<file path="src/rtl/uart_cts_pkg.sv">
package uart_cts_pkg;
    localparam int DATA_W = 8;
    localparam int BIT_CW = $clog2(DATA_W);

    typedef enum logic [1:0] {
        ST_IDLE  = 2'd0,
        ST_START = 2'd1,
        ST_DATA  = 2'd2,
        ST_STOP  = 2'd3
    } tx_state_e;

    typedef struct packed {
        tx_state_e          state;
        logic [DATA_W-1:0]  shreg;
        logic [BIT_CW-1:0]  bitcnt;
        logic               txd;
    } ser_reg_t;
endpackage

</file>
<file path="src/rtl/cts_sync.sv">
module cts_sync #(
    parameter int STAGES = 2
) (
    input  logic clk,
    input  logic rst_n,
    input  logic async_in,
    output logic sync_out
);
    logic [STAGES-1:0] chain_q;

    // Reset to 1: clear-to-send counts as deasserted until a real level arrives.
    always_ff @(posedge clk or negedge rst_n) begin
        if (!rst_n) chain_q <= '1;
        else        chain_q <= {chain_q[STAGES-2:0], async_in};
    end

    assign sync_out = chain_q[STAGES-1];
endmodule

</file>
<file path="src/rtl/tx_fifo.sv">
module tx_fifo #(
    parameter int DEPTH = 16,
    parameter int W     = 8
) (
    input  logic         clk,
    input  logic         rst_n,
    input  logic         push,
    input  logic [W-1:0] push_data,
    input  logic         pop,
    output logic [W-1:0] head,
    output logic         empty,
    output logic         full,
    output logic         dropped
);
    localparam int AW = (DEPTH > 1) ? $clog2(DEPTH) : 1;
    localparam int CW = $clog2(DEPTH + 1);

    typedef struct packed {
        logic [AW-1:0] wptr;
        logic [AW-1:0] rptr;
        logic [CW-1:0] cnt;
    } fifo_reg_t;

    fifo_reg_t    r_q, r_d;
    logic [W-1:0] mem_q [DEPTH];
    logic         do_wr, do_rd;

    assign empty   = (r_q.cnt == '0);
    assign full    = (r_q.cnt == CW'(DEPTH));
    assign dropped = push && full;
    assign do_wr   = push && !full;
    assign do_rd   = pop && !empty;
    assign head    = mem_q[r_q.rptr];

    always_comb begin
        r_d = r_q;
        if (do_wr) r_d.wptr = (r_q.wptr == AW'(DEPTH-1)) ? '0 : r_q.wptr + 1'b1;
        if (do_rd) r_d.rptr = (r_q.rptr == AW'(DEPTH-1)) ? '0 : r_q.rptr + 1'b1;
        case ({do_wr, do_rd})
            2'b10:   r_d.cnt = r_q.cnt + 1'b1;
            2'b01:   r_d.cnt = r_q.cnt - 1'b1;
            default: r_d.cnt = r_q.cnt;
        endcase
    end

    always_ff @(posedge clk or negedge rst_n) begin
        if (!rst_n) r_q <= '0;
        else        r_q <= r_d;
    end

    always_ff @(posedge clk) begin
        if (do_wr) mem_q[r_q.wptr] <= push_data;
    end
endmodule

</file>
<file path="src/rtl/tx_serializer.sv">
module tx_serializer
    import uart_cts_pkg::*;
(
    input  logic              clk,
    input  logic              rst_n,
    input  logic              bit_tick,
    input  logic              may_send,
    input  logic              have_data,
    input  logic [DATA_W-1:0] head_data,
    output logic              pop,
    output logic              txd,
    output logic              busy
);
    localparam logic [BIT_CW-1:0] LAST_BIT = BIT_CW'(DATA_W - 1);

    ser_reg_t s_q, s_d;
    logic     launch_ok;

    // Permission is consulted only on launch ticks: from idle or at the end of a stop bit.
    assign launch_ok = have_data && may_send;

    always_comb begin
        s_d = s_q;
        pop = 1'b0;
        case (s_q.state)
            ST_IDLE: begin
                if (bit_tick && launch_ok) begin
                    s_d.state = ST_START;
                    s_d.txd   = 1'b0;
                    s_d.shreg = head_data;
                    pop       = 1'b1;
                end
            end
            ST_START: begin
                if (bit_tick) begin
                    s_d.state  = ST_DATA;
                    s_d.txd    = s_q.shreg[0];
                    s_d.shreg  = s_q.shreg >> 1;
                    s_d.bitcnt = '0;
                end
            end
            ST_DATA: begin
                if (bit_tick) begin
                    if (s_q.bitcnt == LAST_BIT) begin
                        s_d.state = ST_STOP;
                        s_d.txd   = 1'b1;
                    end else begin
                        s_d.txd    = s_q.shreg[0];
                        s_d.shreg  = s_q.shreg >> 1;
                        s_d.bitcnt = s_q.bitcnt + 1'b1;
                    end
                end
            end
            ST_STOP: begin
                if (bit_tick) begin
                    if (launch_ok) begin
                        s_d.state = ST_START;
                        s_d.txd   = 1'b0;
                        s_d.shreg = head_data;
                        pop       = 1'b1;
                    end else begin
                        s_d.state = ST_IDLE;
                        s_d.txd   = 1'b1;
                    end
                end
            end
            default: s_d = s_q;
        endcase
    end

    always_ff @(posedge clk or negedge rst_n) begin
        if (!rst_n) begin
            s_q       <= '0;
            s_q.state <= ST_IDLE;
            s_q.txd   <= 1'b1;
        end else begin
            s_q <= s_d;
        end
    end

    assign txd  = s_q.txd;
    assign busy = (s_q.state != ST_IDLE);
endmodule

</file>
<file path="src/rtl/uart_cts_tx.sv">
module uart_cts_tx
    import uart_cts_pkg::*;
#(
    parameter int FIFO_DEPTH  = 16,
    parameter int SYNC_STAGES = 2
) (
    input  logic              clk,
    input  logic              rst_n,
    input  logic              wr_en,
    input  logic [DATA_W-1:0] wr_data,
    input  logic              flow_en,
    input  logic              cts_n,
    input  logic              bit_tick,
    output logic              txd,
    output logic              tx_busy,
    output logic              fifo_empty,
    output logic              fifo_full,
    output logic              wr_drop
);
    logic              cts_n_sync;
    logic              may_send;
    logic              pop;
    logic [DATA_W-1:0] head;

    cts_sync #(.STAGES(SYNC_STAGES)) u_sync (
        .clk      (clk),
        .rst_n    (rst_n),
        .async_in (cts_n),
        .sync_out (cts_n_sync)
    );

    tx_fifo #(.DEPTH(FIFO_DEPTH), .W(DATA_W)) u_fifo (
        .clk       (clk),
        .rst_n     (rst_n),
        .push      (wr_en),
        .push_data (wr_data),
        .pop       (pop),
        .head      (head),
        .empty     (fifo_empty),
        .full      (fifo_full),
        .dropped   (wr_drop)
    );

    // Without flow control the clear-to-send level is ignored.
    assign may_send = !flow_en || !cts_n_sync;

    tx_serializer u_ser (
        .clk       (clk),
        .rst_n     (rst_n),
        .bit_tick  (bit_tick),
        .may_send  (may_send),
        .have_data (!fifo_empty),
        .head_data (head),
        .pop       (pop),
        .txd       (txd),
        .busy      (tx_busy)
    );
endmodule

</file>
<file path="config.mk">
export PLATFORM = sky130hd
export DESIGN_NAME = uart_cts_tx
export DESIGN_NICKNAME = d
export VERILOG_FILES = /design/src/rtl/uart_cts_pkg.sv /design/src/rtl/cts_sync.sv /design/src/rtl/tx_fifo.sv /design/src/rtl/tx_serializer.sv /design/src/rtl/uart_cts_tx.sv
export SDC_FILE = /design/constraint.sdc
export NUM_CORES = 1
export LEC_CHECK = 0
export ABC_AREA = 1
export BUFFER_PORTS_ARGS = -buffer_cell sky130_fd_sc_hd__buf_2
export CORE_UTILIZATION = 50
export CTS_BUF_LIST = sky130_fd_sc_hd__clkbuf_8 sky130_fd_sc_hd__clkbuf_16
export DETAILED_ROUTE_END_ITERATION = 10
export PLACE_DENSITY = 0.66
export SLEW_MARGIN = 40
export SYNTH_ARGS = -nofsm -noshare
export SYNTH_HDL_FRONTEND = slang
export SYNTH_SLANG_ARGS = --single-unit
</file>
<file path="constraint.sdc">
create_clock -name clk -period 3.2 [get_ports clk]
set_clock_uncertainty 0.1 [all_clocks]
set_input_delay 0 -clock clk [delete_from_list [all_inputs] [get_ports clk]]
set_output_delay 0 -clock clk [all_outputs]
set_load 0.02 [all_outputs]
</file>
==> out/results.ini, run 1 <==
[worst_setup_path]
timing.critical_path.from_type = flip-flop
worst-setup-path-type = reg -> reg
worst_setup_path_end_kind = flip-flop
cp_required_ns = 3.44
largest_driver_fanout_on_the_critical_path = 7
crit_arrival_ns = 3.02

[logic_synthesis]
synth_top_family_by_area = simple AND/OR/NAND/NOR gates
complex_gate_fraction_of_the_synthesized_area_pct = 3.76
syn_inst = 722
synth-simple-area-share_pct = 20.6
yosys.cell_types.count = 31
synth_xor_area_share_pct = 0.728
yosysWarningCount = 0
synthesized_flop_and_latch_total = 157
synth.avg_cell_area_um2 = 10.0
synth_area_in_adders_pct = 3.05
synthesis.nets = 753
yosysSeqAreaShare_pct = 63.3
syn-cell-area_um2 = 7220
synth.area.mux_share_pct = 0

[clock_network]
h-tree-depth = 4
clkLatencyLatePin_ns = 0.42
path_clk_slew_ns = 0.06
clock_sink_count = 157
ctsLongestPathBuffers = 2
cts_repair_resize_count = 0
cts_root_buffer = sky130_fd_sc_hd__clkbuf_16
post-cts-setup-buffers = 0
cts_buffers = 17
tritoncts = yes

[detailed_routing]
route.detailed.drc = 0
avgRoutedWirePerCell_um = 16.1
drt-total-wl_um = 15200
drt_first_iter_violations = 369
detail_route.first_pass.iterations = 5
vias = 4868
antenna_left = 0
post_drt_via_cell_ratio = 5.16

[floorplan]
core_region_area_um2 = 14000
num_rows = 43
floorplan.die_area_um2 = 14900
chipWidth_um = 122
die_y_um = 122
starting_density_of_the_core_pct = 51.6
pin_count = 19

[final_layout]
num-nets-final = 782
layout.filler_cells = 1197
seqCellArea_um2 = 4570
layout_commonest_cell = sky130_fd_sc_hd__nand2_1
layout-drive-gt1-share_pct = 9.96
instances_no_fill = 943
final_cell_mix = sky130_fd_sc_hd__nand2_1, sky130_fd_sc_hd__edfxtp_1, sky130_fd_sc_hd__inv_1
growth_of_design_area_from_synthesis_to_finish_pct = 12.3
antennaDiodeCount = 0
utilization_pct = 58.0
area_of_the_multi_input_gates_um2 = 2040

[power_and_ir_drop]
power.share.switching_pct = 37.4
peak_supply_drop_mv = 0.501
leakage_uw = 0.00354
share_comb_of_total_power_pct = 35.8
intPower_uw = 4600
sequentialPowerShare_pct = 37.4
power_density_over_the_cells_nw_per_um2 = 905
clkPwrFrac_pct = 26.8
total_power_uw = 7340
power_switching_uw = 2750

[global_routing]
first_pass_grt_wire_length_um = 24500
grt_pass1_vias = 4791
globalRouteTotalUtil_pct = 22.5
antenna_violations_before_repair = 0
gr-total-overflow = 0
grt_start_max_net_pins = 69

[timing]
final_max_slew_viol_count = 0
finalCriticalPeriod_ns = 2.78
timing.slew.headroom_pct = 46.9
setup-violations-final = 0
tightest_slew_ns = 0.794
timing.final.crit_share_pct = 86.9
unrepaired_setup_endpoints_after_global_routing = no
totalNegativeSetupSlack_ns = 0
maximum_frequency_from_static_timing_analysis_mhz = 360
hold_viol = 0

[flow_run]
cap_viol_max_count = 0

[placed_design]
dp.cells = 901
portBuffers = 18
gp_routability_congestion = 0.834
detailedPlacementHpwl_um = 9570

[hold_path]
hold_path_class = in -> async

[outcome]
run_status = finished, final reports clean

[layout make-up]
type | count | area share [%]
Sequential cell | 157 | 56.4
Multi-Input combinational cell | 425 | 25.2
Inverter | 113 | 5.29
Clock buffer | 17 | 5.24
Timing Repair Buffer | 37 | 3.21
Tap cell | 180 | 2.78
Clock inverter | 14 | 1.88
[synthesized netlist by cell type]
library cell / number / area (um2)
sky130_fd_sc_hd__a21boi_0: 1 / 7.51
sky130_fd_sc_hd__xnor2_1: 2 / 17.5
sky130_fd_sc_hd__inv_6: 1 / 8.76
sky130_fd_sc_hd__o21ai_1: 1 / 5.00
sky130_fd_sc_hd__o21ai_0: 15 / 75.1
sky130_fd_sc_hd__buf_2: 13 / 65.1
sky130_fd_sc_hd__nand2_4: 1 / 11.3
sky130_fd_sc_hd__inv_2: 1 / 3.75
sky130_fd_sc_hd__dfrtp_1: 26 / 651
sky130_fd_sc_hd__dfstp_2: 3 / 78.8
sky130_fd_sc_hd__nand2_1: 206 / 773
sky130_fd_sc_hd__or2_2: 1 / 6.26
sky130_fd_sc_hd__a21oi_2: 8 / 70.1
sky130_fd_sc_hd__inv_1: 109 / 409
sky130_fd_sc_hd__nor2_4: 1 / 11.3
sky130_fd_sc_hd__buf_6: 7 / 78.8
sky130_fd_sc_hd__edfxtp_1: 128 / 3840
sky130_fd_sc_hd__o211ai_1: 3 / 22.5
sky130_fd_sc_hd__o22a_1: 1 / 8.76
sky130_fd_sc_hd__nor3_1: 2 / 10.0
sky130_fd_sc_hd__nor2_1: 50 / 188
sky130_fd_sc_hd__a21oi_1: 11 / 55.1
sky130_fd_sc_hd__xor2_1: 4 / 35.0
sky130_fd_sc_hd__clkbuf_1: 3 / 11.3
sky130_fd_sc_hd__buf_4: 4 / 30.0
sky130_fd_sc_hd__a32o_1: 2 / 20.0
sky130_fd_sc_hd__ha_1: 16 / 200
sky130_fd_sc_hd__fa_1: 1 / 20.0
sky130_fd_sc_hd__clkinv_1: 2 / 7.51
sky130_fd_sc_hd__nand3_1: 98 / 490
sky130_fd_sc_hd__a211oi_1: 1 / 7.51
[power groups by stage]
stage | clock [uW] | sequential [uW] | combinational, uW
2_1_floorplan | 0 | 2730 | 2040
3_3_place_gp | 0 | 2760 | 2530
3_5_place_dp | 0 | 2780 | 2600
5_1_grt | 2080 | 2780 | 2980
4_1_cts | 1990 | 2740 | 2630
6_report | 1970 | 2750 | 2630
[through the flow]
stage | hold WS (ns) | instance area, um2 | worst slack, ns
after global routing | 0.125 | 8110 | 0.181
after global placement | -0.0174 | 7410 | 0.625
final | 0.0552 | 8110 | 0.418
after floorplan | -0.396 | 7220 | 0.789
after detailed placement | -0.0124 | 7410 | 0.453
after CTS | 0.0443 | 8100 | 0.411
[per-layer routing]
layer | share of wire, % | track usage, % | vias up
met3 | 6.0 | 4.87 | 22
met4 | 1.8 | 10.1 | 0
met1 | 43 | 29.4 | 2300
met5 | 0 | 0 | -
li1 | - | - | 2398
met2 | 49 | 36.2 | 148
[sequential cells by signal, indices dropped and copies added (netlist names)]
name / flops
u_fifo.mem_q: 128
u_fifo.r_q: 13
u_ser.s_q: 13
u_ser.txd: 1
u_sync.chain_q: 2
[path summary, 6_finish.rpt]
kind	from	end	slack, ns	cells past startpoint
setup / recovery	u_ser.s_q[12]$_DFFE_PN0P_	u_fifo.r_q[4]$_DFFE_PN0P_	0.42	14
hold / removal	rst_n	u_ser.s_q[5]$_DFFE_PN0P_	0.06	2
setup reg to reg	u_ser.s_q[12]$_DFFE_PN0P_	u_fifo.r_q[4]$_DFFE_PN0P_	0.42	14
hold reg to reg	u_sync.chain_q[0]$_DFF_PN1_	u_sync.chain_q[1]$_DFF_PN1_	0.26	0
max in group asynchronous	rst_n	u_fifo.r_q[5]$_DFFE_PN0P_	2.45	2
min in group clk	flow_en	u_ser.txd$_DFFE_PN1P_	0.06	6
[what timing repair did]
item | CTS | global route
endpoints found under the hold margin | 161 | 0
setup endpoints to repair | 0 | 0
hold buffers | 11 | 0
[critical path, stage by stage, from the launching register on]
cell and delay [ns]:
sky130_fd_sc_hd__dfrtp_1 0.42, sky130_fd_sc_hd__inv_1 0.11, sky130_fd_sc_hd__ha_1 0.26, sky130_fd_sc_hd__nor2_1 0.19, sky130_fd_sc_hd__nor3_1 0.07, sky130_fd_sc_hd__nand2_1 0.09, sky130_fd_sc_hd__inv_1 0.11, sky130_fd_sc_hd__ha_1 0.31
sky130_fd_sc_hd__fa_1 0.42, sky130_fd_sc_hd__nand2_1 0.11, sky130_fd_sc_hd__nand2_1 0.06, sky130_fd_sc_hd__a21oi_1 0.15, sky130_fd_sc_hd__xor2_1 0.16, sky130_fd_sc_hd__nand2_1 0.06, sky130_fd_sc_hd__o21ai_0 0.06
[cell families (layout without fill, tap and decap cells)]
kind of cell    count (synthesis)  count (layout)
compound gates                 43              43
xor+xnor                        6               6
fa+ha+maj                      17              17
buf+inv                       140             181
flops                         157             157
simple gates                  359             359
No activity file was read; power rests on OpenSTA's default activity.
==> run 2, diff against run 1 <==
Settings changed: ABC_AREA 1 to not set.
==> run 2 against run 1 <==
Sequential cell count is the same. Core utilization grew 0.44 points. Routed wire length shrank 21%. Maximum frequency shrank 2.4%. Worst setup slack lost 0.069 ns. Cell count shrank 34%. First-iteration DRC count shrank 12%. Count of clock-buffer cells in the layout is the same. Largest cell class unchanged. Die area shrank 6.6%. Design area shrank 5.0%. Sequential power grew 1%. Non-clock buffer count grew 1.
==> out/results.ini, run 2 <==
[outcome]
run_status = finished, final reports clean

[logic_synthesis]
synth-async-reset-ratio_pct = 18.5  ; unchanged
syn-cell-area_um2 = 6740  ; -6.7%
synth-edff-count = 128  ; unchanged
synth-main-ff-cell = sky130_fd_sc_hd__edfxtp_1
synth.avg_cell_area_um2 = 17.3  ; +73%
synth_top_area_share_pct = 57.0  ; +3.8 points
synthesis.nets = 420  ; -44%
synth_most_common_cell = sky130_fd_sc_hd__edfxtp_1
yosysWarningCount = 0  ; unchanged
synthesized_flop_and_latch_total = 157  ; unchanged
synthTopCellsByCount = sky130_fd_sc_hd__edfxtp_1, sky130_fd_sc_hd__nand2_1, sky130_fd_sc_hd__dfrtp_1
synth_largest_area_cell = sky130_fd_sc_hd__edfxtp_1
yosys.cell_types.count = 48  ; +55%
yosys-top-cells-area = sky130_fd_sc_hd__edfxtp_1, sky130_fd_sc_hd__dfrtp_1, sky130_fd_sc_hd__mux4_2, sky130_fd_sc_hd__mux4_1, sky130_fd_sc_hd__ha_1
syn_inst = 389  ; -46%
yosysSeqAreaShare_pct = 67.9  ; +4.6 points

[worst_setup_path]
timing.rr.start = u_ser.s_q[12]$_DFFE_PN0P_
critical_path.slowest_cell = sky130_fd_sc_hd__dfrtp_1
path_common_cell = sky130_fd_sc_hd__ha_1
r2r_setup_slack_ns = 0.35  ; -0.07 ns
crit_arrival_ns = 3.05  ; +0.03 ns
worst-setup-path-type = reg -> reg
startpoint = u_ser.s_q[12]$_DFFE_PN0P_
worst_setup_path_end_kind = flip-flop
timing.critical_path.from_type = flip-flop
largest_driver_fanout_on_the_critical_path = 5  ; -2
crit_chain = inv_1 -> ha_1 -> nand2b_1 -> a2111oi_4 -> ha_1 -> ha_1 -> a21o_1 -> a21oi_1 -> xor2_1 -> nor2_1 -> xor2_1
cp_required_ns = 3.40  ; -0.04 ns
cp_slowest_stage_delay_ns = 0.41  ; about the same

[detailed_routing]
antenna_left = 0  ; unchanged
post_drt_via_cell_ratio = 5.64  ; +9.2%
met1Wirelength_um = 5490  ; -17%
met3WireLength_um = 268  ; -71%
avgRoutedWirePerCell_um = 19.5  ; +21%
detail_route.first_pass.iterations = 6  ; +1
drt-total-wl_um = 12100  ; -21%
drt_first_iter_violations = 323  ; -12%
top_signal_layer_used = met4
vias = 3489  ; -28%
route.detailed.drc = 0  ; unchanged
met2RoutedLength_um = 6120  ; -18%

[final_layout]
largest_register = u_fifo.mem_q
layout-drive-gt1-share_pct = 21.4  ; +11 points
biggestRegsByFlops = u_fifo.mem_q: 128 flops, u_fifo.r_q: 13 flops, u_ser.s_q: 13 flops
area_of_the_multi_input_gates_um2 = 2050  ; +0.25%
num-nets-final = 461  ; -41%
seqCellArea_um2 = 4570  ; unchanged
final_cell_mix = sky130_fd_sc_hd__edfxtp_1, sky130_fd_sc_hd__nand2_1, sky130_fd_sc_hd__dfrtp_1
layout.filler_cells = 1009  ; -16%
layout_commonest_cell = sky130_fd_sc_hd__edfxtp_1
largest_register_ffs = 128  ; unchanged
antennaDiodeCount = 0  ; unchanged
growth_of_design_area_from_synthesis_to_finish_pct = 14.4

[floorplan]
pin_count = 19  ; unchanged
starting_density_of_the_core_pct = 51.1  ; -0.55 points
core_region_area_um2 = 13200  ; -5.7%
chipWidth_um = 118  ; -3.4%
floorplan.die_area_um2 = 13900  ; -6.6%
die_y_um = 118  ; -3.4%
num_rows = 42  ; -2.3%

[clock_network]
path_clk_slew_ns = 0.07  ; about the same
clkLatencyLatePin_ns = 0.43  ; about the same
cts_repair_resize_count = 0  ; unchanged
ctsLongestPathBuffers = 2  ; unchanged
tritoncts = yes
cts_buffers = 17  ; unchanged
clock_sink_count = 157  ; unchanged
post-cts-setup-buffers = 0  ; unchanged
cts_root_buffer = sky130_fd_sc_hd__clkbuf_16
ctsHoldBuffers = 11  ; unchanged
h-tree-depth = 4  ; unchanged

[placed_design]
portBuffers = 18  ; unchanged
detailedPlacementHpwl_um = 7790  ; -19%
gp_routability_congestion = 0.745  ; -11%

[timing]
timing.slew.headroom_pct = 53.6  ; +6.7 points
totalNegativeSetupSlack_ns = 0  ; unchanged
finalCriticalPeriod_ns = 2.85  ; +0.0689 ns
timing.final.crit_share_pct = 89.1  ; +2.2 points
maximum_frequency_from_static_timing_analysis_mhz = 351  ; -2.4%
unrepaired_setup_endpoints_after_global_routing = no
fin_worst_hold_slack_ns = 0.0523  ; -0.00294 ns
tightest_slew_ns = 0.696  ; -0.0979 ns
hold_viol = 0  ; unchanged
final_max_slew_viol_count = 0  ; unchanged
setup-violations-final = 0  ; unchanged

[power_and_ir_drop]
peak_supply_drop_mv = 0.529  ; +5.6%
leakage_uw = 0.00279  ; -21%
power_density_over_the_cells_nw_per_um2 = 879  ; -2.9%
total_power_uw = 6770  ; -7.8%

[global_routing]
first_pass_grt_wire_length_um = 19500  ; -20%
grt_start_max_net_pins = 37  ; -46%
grt_pass1_vias = 3602  ; -25%
gr-total-overflow = 0  ; unchanged
globalRouteTotalUtil_pct = 19.2  ; -3.3 points
antenna_violations_before_repair = 0  ; unchanged

[flow_run]
cap_viol_max_count = 0  ; unchanged

[hold_path]
hold_path_class = in -> async

[run 2: cell types whose count changed in the layout (fill, tap and decap cells not counted), moves of 7 or more]
cell | previous run | this run
sky130_fd_sc_hd__mux2i_1 | 0 | 8
sky130_fd_sc_hd__mux4_1 | 0 | 13
sky130_fd_sc_hd__and3_1 | 0 | 8
sky130_fd_sc_hd__nor2_1 | 46 | 19
sky130_fd_sc_hd__mux4_2 | 0 | 19
sky130_fd_sc_hd__mux2_2 | 0 | 11
sky130_fd_sc_hd__nand3_1 | 98 | 2
sky130_fd_sc_hd__a21oi_2 | 8 | 0
sky130_fd_sc_hd__or3_1 | 0 | 8
sky130_fd_sc_hd__a221o_1 | 0 | 7
sky130_fd_sc_hd__inv_1 | 109 | 9
sky130_fd_sc_hd__nand2_1 | 206 | 32
[run 2: cells by family (layout without fill, tap and decap cells)]
| family | count (synthesis) | in the layout | share of synthesized area [%] |
|---|---|---|---|
| mux | 51 | 51 | 14.4 |
| buf+inv | 23 | 77 | 1.71 |
| flops | 157 | 157 | 67.9 |
| fa+ha+maj | 17 | 17 | 3.27 |
| simple gates | 87 | 87 | 6.28 |
| compound gates | 47 | 47 | 5.52 |
| xor+xnor | 7 | 7 | 0.910 |
[run 2: through the flow]
stage	utilization, %	cells	cell area [um2]	setup slack, ns
after floorplan	-	389	6740	0.426
after global placement	53.3	576	7030	0.460
after detailed placement	53.3	576	7030	0.362
after CTS	58.4	619	7710	0.347
after global routing	58.4	619	7710	0.151
final	58.4	619	7710	0.349
[run 2: layout make-up]
| type | count | share of cell area, % |
|---|---|---|
| clock buffer | 17 | 5.52 |
| clock inverter | 15 | 1.85 |
| inverter | 7 | 0.341 |
| multi-input combinational | 209 | 26.6 |
| sequential | 157 | 59.4 |
| tap | 176 | 2.86 |
| timing repair buffer | 38 | 3.47 |
[run 2: final timing paths]
kind,endpoint,cells past startpoint
max reg2reg,u_fifo.r_q[4]$_DFFE_PN0P_,11
min reg2reg,u_sync.chain_q[1]$_DFF_PN1_,0
min,u_fifo.r_q[9]$_DFFE_PN0P_,2
max in group asynchronous,u_fifo.r_q[5]$_DFFE_PN0P_,2
min in group clk,u_fifo.r_q[10]$_DFFE_PN0P_,4
max,u_fifo.r_q[4]$_DFFE_PN0P_,11
[run 2: critical path, delay by kind of cell, from the launching register on]
family	cells	cell delay, ns
xor gates and xnor gates	2	0.29
AOI/OAI and AO/OA	3	0.61
buffers and inverters	1	0.16
and+or+nand+nor	2	0.24
DFF	1	0.41
adders and majority gates	3	0.93
[run 2: report_power, final]
group	internal, uW	switching [uW]	leakage (uW)
combinational	976	1070	0.000993
clock	1140	798	0.000288
sequential	2540	244	0.00151
[run 2: routing by layer]
layer	track usage, %	vias up
met2	31.1	38
li1	-	1627
met1	25.4	1810
met5	0	-
met3	3.92	14
met4	8.17	0
==> run 3, diff against run 2 <==
Settings changed: CORE_UTILIZATION 50 to 55, GPL_TIMING_DRIVEN set to 0, PLACE_DENSITY 0.66 to 0.72, SLEW_MARGIN 40 to 20.
==> run 3 against run 2 <==
Count of clock-buffer cells in the layout is the same. Worst hold slack gained 0.011 ns. Die area shrank 8.9%. Power grew 0.70%. Clock power shrank 4%. Critical path depth is the same. Largest cell class unchanged. Worst setup slack lost 0.15 ns. Sequential power shrank 3%.
==> out/results.ini, run 3 (synthesis gave the netlist of run 2 again) <==
[detailed_routing]
antenna_left = 0  ; unchanged
drt-total-wl_um = 13000  ; +7.4%
avgRoutedWirePerCell_um = 21.7  ; +11%
route.detailed.drc = 0  ; unchanged
drt_first_iter_violations = 266  ; -18%
post_drt_via_cell_ratio = 5.94  ; +5.4%
detail_route.first_pass.iterations = 4  ; -2
vias = 3554  ; +1.9%

[timing]
timing.slew.headroom_pct = 50.3  ; -3.3 points
unrepaired_setup_endpoints_after_global_routing = no
final_max_slew_viol_count = 0  ; unchanged
fin_worst_hold_slack_ns = 0.0633  ; +0.0111 ns
tightest_slew_ns = 0.742  ; +0.0461 ns
hold_viol = 0  ; unchanged
setup-violations-final = 0  ; unchanged
timing.final.crit_share_pct = 93.9  ; +4.8 points
final.setup.worst_slack_ns = 0.196  ; -0.153 ns
finalCriticalPeriod_ns = 3.00  ; +0.153 ns
maximum_frequency_from_static_timing_analysis_mhz = 333  ; -5.1%

[floorplan]
chipWidth_um = 113  ; -4.6%
die_y_um = 113  ; -4.6%
core_region_area_um2 = 12000  ; -9.3%
starting_density_of_the_core_pct = 56.3  ; +5.2 points
floorplan.die_area_um2 = 12700  ; -8.9%
num_rows = 40  ; -4.8%
pin_count = 19  ; unchanged

[placed_design]
portBuffers = 18  ; unchanged
dp_slack_ns = -0.144  ; -0.506 ns
detailedPlacementHpwl_um = 8220  ; +5.5%
dp.cells = 554  ; -3.8%
gp_routability_congestion = 0.817  ; +9.6%
placedInstanceArea_um2 = 7020  ; about the same

[final_layout]
biggestRegsByFlops = u_fifo.mem_q: 128 flops, u_fifo.r_q: 13 flops, u_ser.s_q: 13 flops
final_area_um2 = 7710  ; +0.11%
instances_no_fill = 598  ; -3.4%
layout-drive-gt1-share_pct = 22.2  ; +0.73 points
growth_of_design_area_from_synthesis_to_finish_pct = 14.5
num-nets-final = 470  ; +2.0%
final_cell_mix = sky130_fd_sc_hd__edfxtp_1, sky130_fd_sc_hd__nand2_1, sky130_fd_sc_hd__dfrtp_1
seqCellArea_um2 = 4570  ; about the same
area_of_the_multi_input_gates_um2 = 2080  ; +1.4%
layout_commonest_cell = sky130_fd_sc_hd__edfxtp_1
largest_register_ffs = 128  ; unchanged
largest_register = u_fifo.mem_q
layout.filler_cells = 818  ; -19%
antennaDiodeCount = 0  ; unchanged

[worst_setup_path]
crit_arrival_ns = 3.20  ; +0.15 ns
worst-setup-path-type = reg -> reg
largest_driver_fanout_on_the_critical_path = 5  ; unchanged
worst_setup_path_end_kind = flip-flop
cp_required_ns = 3.40  ; about the same
timing.critical_path.from_type = flip-flop

[clock_network]
ctsLongestPathBuffers = 2  ; unchanged
tritoncts = yes
clkLatencyLatePin_ns = 0.42  ; about the same
h-tree-depth = 4  ; unchanged
path_clk_slew_ns = 0.06  ; about the same
clock_sink_count = 157  ; unchanged
cts_buffers = 17  ; unchanged
cts_root_buffer = sky130_fd_sc_hd__clkbuf_16

[power_and_ir_drop]
power_density_over_the_cells_nw_per_um2 = 884  ; +0.59%
total_power_uw = 6820  ; +0.70%
leakage_uw = 0.00279  ; +0.11%
peak_supply_drop_mv = 0.436  ; -18%

[global_routing]
antenna_violations_before_repair = 0  ; unchanged
globalRouteTotalUtil_pct = 22.5  ; +3.3 points
grt_pass1_vias = 3731  ; +3.6%
grt_start_max_net_pins = 30  ; -19%
gr-total-overflow = 0  ; unchanged
first_pass_grt_wire_length_um = 20400  ; +4.5%

[flow_run]
cap_viol_max_count = 0  ; unchanged

[outcome]
run_status = finished, final reports clean

[hold_path]
hold_path_class = in -> async

run 3: final timing paths:
| path | start | end | slack, ns | cells past startpoint |
|---|---|---|---|---|
| max in group asynchronous | rst_n | u_ser.s_q[13]$_DFFE_PN0P_ | 2.50 | 2 |
| hold / removal | rst_n | u_fifo.r_q[0]$_DFFE_PN0P_ | 0.06 | 2 |
| setup reg to reg | u_ser.s_q[12]$_DFFE_PN0P_ | u_fifo.r_q[4]$_DFFE_PN0P_ | 0.20 | 11 |
| min in group clk | cts_n | u_sync.chain_q[0]$_DFF_PN1_ | 0.13 | 2 |
| setup / recovery | u_ser.s_q[12]$_DFFE_PN0P_ | u_fifo.r_q[4]$_DFFE_PN0P_ | 0.20 | 11 |
| hold reg to reg | u_sync.chain_q[0]$_DFF_PN1_ | u_sync.chain_q[1]$_DFF_PN1_ | 0.26 | 0 |
run 3: repair_timing:
action	CTS	global route
pin swaps	0	1
hold endpoints to repair	163	1
buffers inserted	0	1
endpoints found under the setup margin	2	1
hold buffers	11	1
gates resized for setup	3	2
run 3: per-layer routing:
metal  track usage, %  up-vias  wire (um)
met5                0        -          0
met4             9.96        0        193
li1                 -     1647          -
met3             5.72       16        602
met1             30.1     1798       5520
met2             35.2       93       6650
run 3: worst max-delay path: stages, from the launching register on:
cell,delay (ns)
sky130_fd_sc_hd__dfrtp_1,0.41
sky130_fd_sc_hd__inv_1,0.16
sky130_fd_sc_hd__ha_1,0.27
sky130_fd_sc_hd__nand2b_1,0.18
sky130_fd_sc_hd__a2111oi_4,0.41
sky130_fd_sc_hd__ha_2,0.32
sky130_fd_sc_hd__ha_1,0.28
sky130_fd_sc_hd__a21o_1,0.20
sky130_fd_sc_hd__a21oi_1,0.17
sky130_fd_sc_hd__xor2_1,0.16
sky130_fd_sc_hd__nor2_1,0.07
sky130_fd_sc_hd__xor2_1,0.15
run 3: power by group:
part | switching (uW) | internal [uW] | total [uW]
sequential | 165 | 2540 | 2710
combinational | 1230 | 1030 | 2250
clock | 796 | 1060 | 1860
run 3: metrics by stage:
stage / utilization [%] / TNS [ns]
after global placement: 58.6 / -0.00675
after floorplan: - / 0
after CTS: 64.3 / 0
after detailed placement: 58.7 / -0.144
final: 64.5 / 0
after global routing: 64.5 / 0
run 3: layout make-up:
type,count,area share (%)
inverter,7,0.341
sequential,157,59.3
clock inverter,14,1.56
buffer,16,1.17
clock buffer,17,5.51
multi-input combinational,209,26.9
timing repair buffer,31,2.82
tap,147,2.38
